`config.mk`:
```
export PLATFORM = sky130hd
export DESIGN_NAME = raster_timing_gen
export DESIGN_NICKNAME = d
export VERILOG_FILES = /design/src/rtl/rtg_pkg.sv /design/src/rtl/rtg_pixdiv.sv /design/src/rtl/rtg_axis.sv /design/src/rtl/rtg_frame_irq.sv /design/src/rtl/raster_timing_gen.sv
export SDC_FILE = /design/constraint.sdc
export NUM_CORES = 1
export LEC_CHECK = 0
export BUFFER_PORTS_ARGS = -buffer_cell sky130_fd_sc_hd__buf_2
export CAP_MARGIN = 20
export CORE_AREA = 2 2 96 168
export CTS_CLUSTER_DIAMETER = 80
export CTS_CLUSTER_SIZE = 24
export DETAILED_ROUTE_END_ITERATION = 12
export DIE_AREA = 0 0 98 170
export PLACE_DENSITY = 0.79
export SYNTH_ARGS = -nofsm -noshare
export SYNTH_HDL_FRONTEND = slang
export SYNTH_SLANG_ARGS = --single-unit
```
`constraint.sdc`:
```
create_clock -name clk -period 4.38 [get_ports clk]
set_input_delay 0.219 -clock clk [delete_from_list [all_inputs] [get_ports clk]]
set_output_delay 0.219 -clock clk [all_outputs]
set_load 0.01 [all_outputs]
```
`src/rtl/rtg_pkg.sv`:
```
package rtg_pkg;

  // Common position width; axis counters are zero-extended into it.
  localparam int PW = 16;
  typedef logic [PW-1:0] pos_t;

  // Frame-event source selection: the start of one vertical phase.
  typedef enum logic [1:0] {
    EVT_SYNC  = 2'd0,
    EVT_BACK  = 2'd1,
    EVT_ACT   = 2'd2,
    EVT_FRONT = 2'd3
  } evt_sel_e;

  // First position of each phase, plus the total span of the axis.
  typedef struct packed {
    pos_t back_at;
    pos_t act_at;
    pos_t front_at;
    pos_t total;
  } bounds_t;

  // Each field is stored as its length minus one.
  function automatic bounds_t phase_bounds(input pos_t sync_m1, input pos_t back_m1,
                                           input pos_t act_m1, input pos_t front_m1);
    bounds_t b;
    b.back_at  = sync_m1 + pos_t'(1);
    b.act_at   = b.back_at + back_m1 + pos_t'(1);
    b.front_at = b.act_at + act_m1 + pos_t'(1);
    b.total    = b.front_at + front_m1 + pos_t'(1);
    return b;
  endfunction

  function automatic pos_t sel_line(input bounds_t b, input evt_sel_e s);
    case (s)
      EVT_BACK:  return b.back_at;
      EVT_ACT:   return b.act_at;
      EVT_FRONT: return b.front_at;
      default:   return '0;
    endcase
  endfunction

endpackage

```
`src/rtl/rtg_pixdiv.sv`:
```
module rtg_pixdiv #(
  parameter int DW = 8
) (
  input  logic          clk,
  input  logic          rst_n,
  input  logic          run,
  input  logic [DW-1:0] div_m1,
  output logic          tick
);

  logic [DW-1:0] dcnt;

  assign tick = run && (dcnt == div_m1);

  always_ff @(posedge clk or negedge rst_n) begin
    if (!rst_n)       dcnt <= '0;
    else if (!run)    dcnt <= '0;
    else if (tick)    dcnt <= '0;
    else              dcnt <= dcnt + 1'b1;
  end


  ce_spacing_chk: assert property (@(posedge clk) disable iff (!rst_n)
    (tick && $past(tick) && $past(run)) |-> (div_m1 == '0));

endmodule

```
`src/rtl/rtg_axis.sv`:
```
module rtg_axis #(
  parameter int W = 12
) (
  input  logic               clk,
  input  logic               rst_n,
  input  logic               run,
  input  logic               step,
  input  logic [W-1:0]       sync_m1,
  input  logic [W-1:0]       back_m1,
  input  logic [W-1:0]       act_m1,
  input  logic [W-1:0]       front_m1,
  output logic [W-1:0]       cnt,
  output logic [W-1:0]       cnt_nxt,
  output logic               wrap,
  output logic               in_sync,
  output logic               in_act,
  output rtg_pkg::bounds_t   bnd
);
  import rtg_pkg::*;

  pos_t c16;

  assign bnd     = phase_bounds(pos_t'(sync_m1), pos_t'(back_m1), pos_t'(act_m1), pos_t'(front_m1));
  assign c16     = pos_t'(cnt);
  assign wrap    = (c16 == bnd.total - pos_t'(1));
  assign cnt_nxt = wrap ? '0 : cnt + 1'b1;
  assign in_sync = run && (c16 < bnd.back_at);
  assign in_act  = run && (c16 >= bnd.act_at) && (c16 < bnd.front_at);

  always_ff @(posedge clk or negedge rst_n) begin
    if (!rst_n)     cnt <= '0;
    else if (!run)  cnt <= '0;
    else if (step)  cnt <= cnt_nxt;
  end


  cnt_range_chk: assert property (@(posedge clk) disable iff (!rst_n)
    run |-> (c16 < bnd.total));


  cnt_hold_chk: assert property (@(posedge clk) disable iff (!rst_n)
    (run && $past(run) && !$past(step)) |-> $stable(cnt));


  idle_zero_chk: assert property (@(posedge clk) disable iff (!rst_n)
    $past(!run) |-> (cnt == '0));

endmodule

```
`src/rtl/rtg_frame_irq.sv`:
```
module rtg_frame_irq (
  input  logic clk,
  input  logic rst_n,
  input  logic evt,
  input  logic src_en,
  input  logic glob_en,
  input  logic clr,
  output logic pend,
  output logic irq
);

  logic set_now;

  assign set_now = evt && src_en;
  assign irq     = pend && glob_en;

  always_ff @(posedge clk or negedge rst_n) begin
    if (!rst_n)        pend <= 1'b0;
    else if (set_now)  pend <= 1'b1;
    else if (clr)      pend <= 1'b0;
  end


  pend_cause_chk: assert property (@(posedge clk) disable iff (!rst_n)
    $rose(pend) |-> $past(evt && src_en));


  pend_clear_chk: assert property (@(posedge clk) disable iff (!rst_n)
    $past(clr && !(evt && src_en)) |-> !pend);

endmodule

```
`src/rtl/raster_timing_gen.sv`:
```
module raster_timing_gen #(
  parameter int DW = 8,
  parameter int HW = 12,
  parameter int VW = 11
) (
  input  logic          clk,
  input  logic          rst_n,
  input  logic          video_en,
  input  logic [DW-1:0] div_m1,
  input  logic [HW-1:0] h_sync_m1,
  input  logic [HW-1:0] h_back_m1,
  input  logic [HW-1:0] h_act_m1,
  input  logic [HW-1:0] h_front_m1,
  input  logic [VW-1:0] v_sync_m1,
  input  logic [VW-1:0] v_back_m1,
  input  logic [VW-1:0] v_act_m1,
  input  logic [VW-1:0] v_front_m1,
  input  logic [VW-1:0] line_thresh,
  input  logic          irq_glob_en,
  input  logic          irq_frame_en,
  input  logic [1:0]    irq_sel,
  input  logic          irq_clr,
  output logic          pix_ce,
  output logic          hsync,
  output logic          vsync,
  output logic          de,
  output logic [HW-1:0] h_cnt,
  output logic [VW-1:0] v_cnt,
  output logic          line_match,
  output logic          irq_pend,
  output logic          irq
);
  import rtg_pkg::*;

  // Named internal events, visible to the assertions.
  logic          h_wrap, v_wrap, line_step;
  logic          h_act, v_act;
  logic [HW-1:0] h_nxt;
  logic [VW-1:0] v_nxt;
  bounds_t       h_bnd, v_bnd;
  logic          frame_evt;

  rtg_pixdiv #(.DW(DW)) u_div (
    .clk(clk), .rst_n(rst_n), .run(video_en), .div_m1(div_m1), .tick(pix_ce)
  );

  rtg_axis #(.W(HW)) u_h (
    .clk(clk), .rst_n(rst_n), .run(video_en), .step(pix_ce),
    .sync_m1(h_sync_m1), .back_m1(h_back_m1), .act_m1(h_act_m1), .front_m1(h_front_m1),
    .cnt(h_cnt), .cnt_nxt(h_nxt), .wrap(h_wrap), .in_sync(hsync), .in_act(h_act), .bnd(h_bnd)
  );

  assign line_step = pix_ce && h_wrap;

  rtg_axis #(.W(VW)) u_v (
    .clk(clk), .rst_n(rst_n), .run(video_en), .step(line_step),
    .sync_m1(v_sync_m1), .back_m1(v_back_m1), .act_m1(v_act_m1), .front_m1(v_front_m1),
    .cnt(v_cnt), .cnt_nxt(v_nxt), .wrap(v_wrap), .in_sync(vsync), .in_act(v_act), .bnd(v_bnd)
  );

  assign de         = h_act && v_act;
  assign line_match = video_en && (v_cnt == line_thresh);
  assign frame_evt  = line_step && (pos_t'(v_nxt) == sel_line(v_bnd, evt_sel_e'(irq_sel)));

  rtg_frame_irq u_irq (
    .clk(clk), .rst_n(rst_n), .evt(frame_evt), .src_en(irq_frame_en),
    .glob_en(irq_glob_en), .clr(irq_clr), .pend(irq_pend), .irq(irq)
  );


  de_exclusive_chk: assert property (@(posedge clk) disable iff (!rst_n)
    de |-> (!hsync && !vsync));


  line_step_chk: assert property (@(posedge clk) disable iff (!rst_n)
    (video_en && $past(video_en) && $past(line_step)) |-> (h_cnt == '0));


  idle_outputs_chk: assert property (@(posedge clk) disable iff (!rst_n)
    !video_en |-> !(pix_ce || hsync || vsync || de || line_match));


  irq_gate_chk: assert property (@(posedge clk) disable iff (!rst_n)
    irq |-> (irq_pend && irq_glob_en));

endmodule

```
==> flow_summary_export.csv <==
group,metric,value,unit
logic_synthesis,synth_cell_types,76,
grt,use_met1,0.294,
place,place.gp.congestion,1.03,
grt,track_usage,0.323,
detailed_routing,num_vias,10000,
floorplanning,dieArea,16700,um^2
logic_synthesis,avgSynthCellArea,7.58,um^2
setup_path,arrival,5820,ps
setup_path,slowest_delay,510,ps
power,p_sw,2.00,mW
sta,slew_headroom,0.400,
logic_synthesis,synth_top_family_by_area,"compound AO/OA/AOI/OAI gates",
setup_path,critPathTopFamily,"compound AO/OA/AOI/OAI gates",
sta,min_period,5680,ps
power,p_per_area,379,nW/um^2
clock_tree,clkLatencyLatePin,280,ps
final_layout,fill_cells,1076,
logic_synthesis,synthCells,1057,
floorplanning,rows,60,
logic_synthesis,synth_xor_area_frac,0.140,
logic_synthesis,synth_area,8010,um^2
detailed_routing,drt_iter0_drc,570,
floorplanning,core-area,15200,um^2
logic_synthesis,async_flop_share,1.00,
logic_synthesis,synthMuxAreaShare,0.0139,
clock_tree,worst_setup_hold_path_clk_slew,60,ps
setup_path,path_max_fanout,17,
job,max-cap-violations,0,
final_layout,regArea,801,um^2
clock_tree,cts_max_level,2,
grt,antenna_found_initial,1,
detailed_routing,wl,31800,um
sta,fin_crit_sh,1.30,
final_layout,final_util,0.757,
grt,grt_start_max_net_pins,33,
grt,overflow,0,
setup_path,critPathCaptureType,"flop",
status,violations,"setup timing",
logic_synthesis,synth_seq_area_share,0.100,
logic_synthesis,synth_ff_type,"dfrtp_1",
logic_synthesis,yosysWarnings,0,
floorplanning,die_x,98,um
place,postPlaceCellArea,10700,um^2
final_layout,stdcell_area,11500,um^2
clock_tree,cts_root_buf,"clkbuf_16",
grt,grt_most_used_layer,"met2",
place,port_buffers,148,
power,p_leak,6.04,nW
power,p_comb_frac,0.840,
power,switching_share,0.457,
sta,hold_viol,0,
clock_tree,cts.path.max_buffers,2,
setup_path,path_buf_inv,3,
grt,grt_pass1_vias,9679,
floorplanning,ios,149,
grt,grt_use_met3,0.0312,
sta,drv_slew,0,
detailed_routing,routedWlPerCell,19.5,um
sta,tightest_slew,899,ps
logic_synthesis,yosys.area_share.simple,0.203,
clock_tree,numCtsBuffers,5,
place,dp_slack,-1490,ps
logic_synthesis,synth-seq-cells,32,
power,p_seq_frac,0.069,
sta,finalSetupViolations,25,
power,p_int,2.37,mW
power,irDropWorstVdd,358,uV
setup_path,required,4520,ps
setup_path,cp_slowest_cell,"or4_4",
status,status,"finished, violations left",
grt,grt_use_met2,0.626,
final_layout,syn2layout_area_growth,44.1,%
detailed_routing,avgViaCountPerCell,6.16,
logic_synthesis,syn_nets,1323,
detailed_routing,drc,0,
sta,finClkSkew,3.92,ps
power,power,4.37,mW
sta,setup_tns,-30310,ps
power,p_clk_frac,0.091,
clock_tree,cts_tree,"built",
final_layout,multi_input_area,7280,um^2
sta,max_freq,176,MHz
place,post-dp-hpwl,23100,um
clock_tree,cts.sinks,32,
logic_synthesis,synth_compound_area_frac,0.248,
floorplanning,die_h,170,um
sta,holdWs,18.1,ps
final_layout,fin_nets,1708,
clock_tree,hold_buffers,0,
logic_synthesis,synthAdderAreaFrac,0.235,
final_layout,layout-drive-gt1-share,0.345,
min_path,min_path_type,"input pin to asynchronous set/reset pin",
final_layout,stdcell_count,1630,
sta,fin_ws,-1300,ps
setup_path,worst_setup_path_start_kind,"input pin",
place,dpl.cell_count,1596,
floorplanning,initial_core_util,0.526,
detailed_routing,first_pass_iters,5,
grt,grt_first_pass_wirelength,44000,um
setup_path,path_class,"input pin to flop",
logic_synthesis,synth_edf_count,0,
detailed_routing,ant_nets,0,
sta,rsz0062_at_grt,"true",
==> cell families (layout without fill, tap and decap cells) <==
kind of cell / after synthesis / after routing
xor gates and xnor gates: 127 / 127
muxes: 11 / 11
adders and majority gates: 147 / 147
other: 0 / 1
AOI/OAI and AO/OA: 308 / 309
DFF: 32 / 32
buffers and inverters: 122 / 507
and+or+nand+nor: 310 / 310
==> cells in the mapped netlist (4+ instances only) <==
| cell | n | share of area |
|---|---|---|
| ha_1 | 141 | 0.22 |
| inv_1 | 102 | 0.048 |
| o21ai_0 | 88 | 0.055 |
| xnor2_1 | 78 | 0.085 |
| a21oi_1 | 71 | 0.044 |
| nor2_1 | 66 | 0.031 |
| nand2_1 | 55 | 0.026 |
| xor2_1 | 48 | 0.052 |
| nand3_1 | 40 | 0.025 |
| dfrtp_1 | 32 | 0.10 |
| and3_1 | 29 | 0.023 |
| nand2b_1 | 28 | 0.022 |
| o21a_1 | 26 | 0.024 |
| a21o_1 | 22 | 0.021 |
| nor3_1 | 20 | 0.012 |
| nor2b_1 | 16 | 0.012 |
| a211oi_1 | 12 | 0.011 |
| nand4_1 | 11 | 0.0086 |
| clkbuf_1 | 10 | 0.0047 |
| mux2i_1 | 10 | 0.012 |
| o21bai_1 | 10 | 0.0094 |
| or3_1 | 9 | 0.0070 |
| a21boi_0 | 7 | 0.0066 |
| o2111ai_1 | 7 | 0.0077 |
| a211o_1 | 6 | 0.0066 |
| fa_1 | 6 | 0.015 |
| nor4_1 | 6 | 0.0047 |
| a31oi_1 | 5 | 0.0039 |
| buf_2 | 5 | 0.0031 |
| o31a_1 | 5 | 0.0055 |
| a2111oi_0 | 4 | 0.0044 |
| a221oi_1 | 4 | 0.0044 |
| nor3b_1 | 4 | 0.0037 |
| o211ai_1 | 4 | 0.0037 |
| o221ai_1 | 4 | 0.0044 |
| o22ai_1 | 4 | 0.0031 |
==> cell usage in the layout, fill, tap and decap left out, types with 10 or more instances in the layout <==
cell type  count
and3_1        29
nand4_1       11
buf_2        145
inv_1         99
nor3_1        18
nand2_1       52
xor2_1        45
nand3_1       37
a21o_1        22
o21ai_1       26
nor2_1        63
dfrtp_1       32
mux2i_1       10
nand2b_1      28
a211oi_1      10
o21ai_0       57
buf_4        242
ha_4          10
ha_1         125
a21oi_1       64
o21a_1        26
nor2b_1       15
xnor2_1       68
==> power by group through the flow <==
stage	combinational [mW]	clock (mW)	sequential, mW
finish	3.67	0.399	0.302
global route	3.96	0.417	0.302
CTS	3.36	0.402	0.302
detailed placement	3.27	0	0.307
global placement	3.18	0	0.307
floorplan	1.94	0	0.306
==> path summary, 6_finish.rpt <==
check,slack [ps],start,to,cells past startpoint
min in group clk,360,video_en,u_div.dcnt[2],2
hold / removal,20,rst_n,u_div.dcnt[4],1
max in group asynchronous,3870,rst_n,u_h.cnt[2],1
setup / recovery,-1300,h_sync_m1[0],u_h.cnt[9],29
setup reg to reg,880,u_v.cnt[0],u_irq.pend,11
hold reg to reg,540,u_div.dcnt[0],u_div.dcnt[0],1
==> flip-flops by register name, indices dropped and copies added (netlist names) <==
name / cells
u_div.dcnt: 8
u_h.cnt: 12
u_irq.pend: 1
u_v.cnt: 11
==> routing by layer <==
layer | vias to the layer above | wire [um]
met3 | 208 | 1730
met2 | 527 | 16400
li1 | 4618 | -
met5 | - | 0
met4 | 0 | 3200
met1 | 4694 | 10400
==> layout make-up <==
cell class,instances,area share
Antenna cell,1,0.000217
Clock buffer,5,0.0108
Clock inverter,3,0.00369
Inverter,102,0.0332
Multi-Input combinational cell,904,0.631
Sequential cell,32,0.0694
Tap cell,186,0.0202
Timing Repair Buffer,397,0.232
==> repair_timing <==
action | CTS | global route
pin swaps | 9 | 54
gates cloned | 0 | 1
resized for setup | 34 | 73
setup buffers | 10 | 15
endpoints found under the setup margin | 25 | 25
Power figures use the tool's default switching activity.
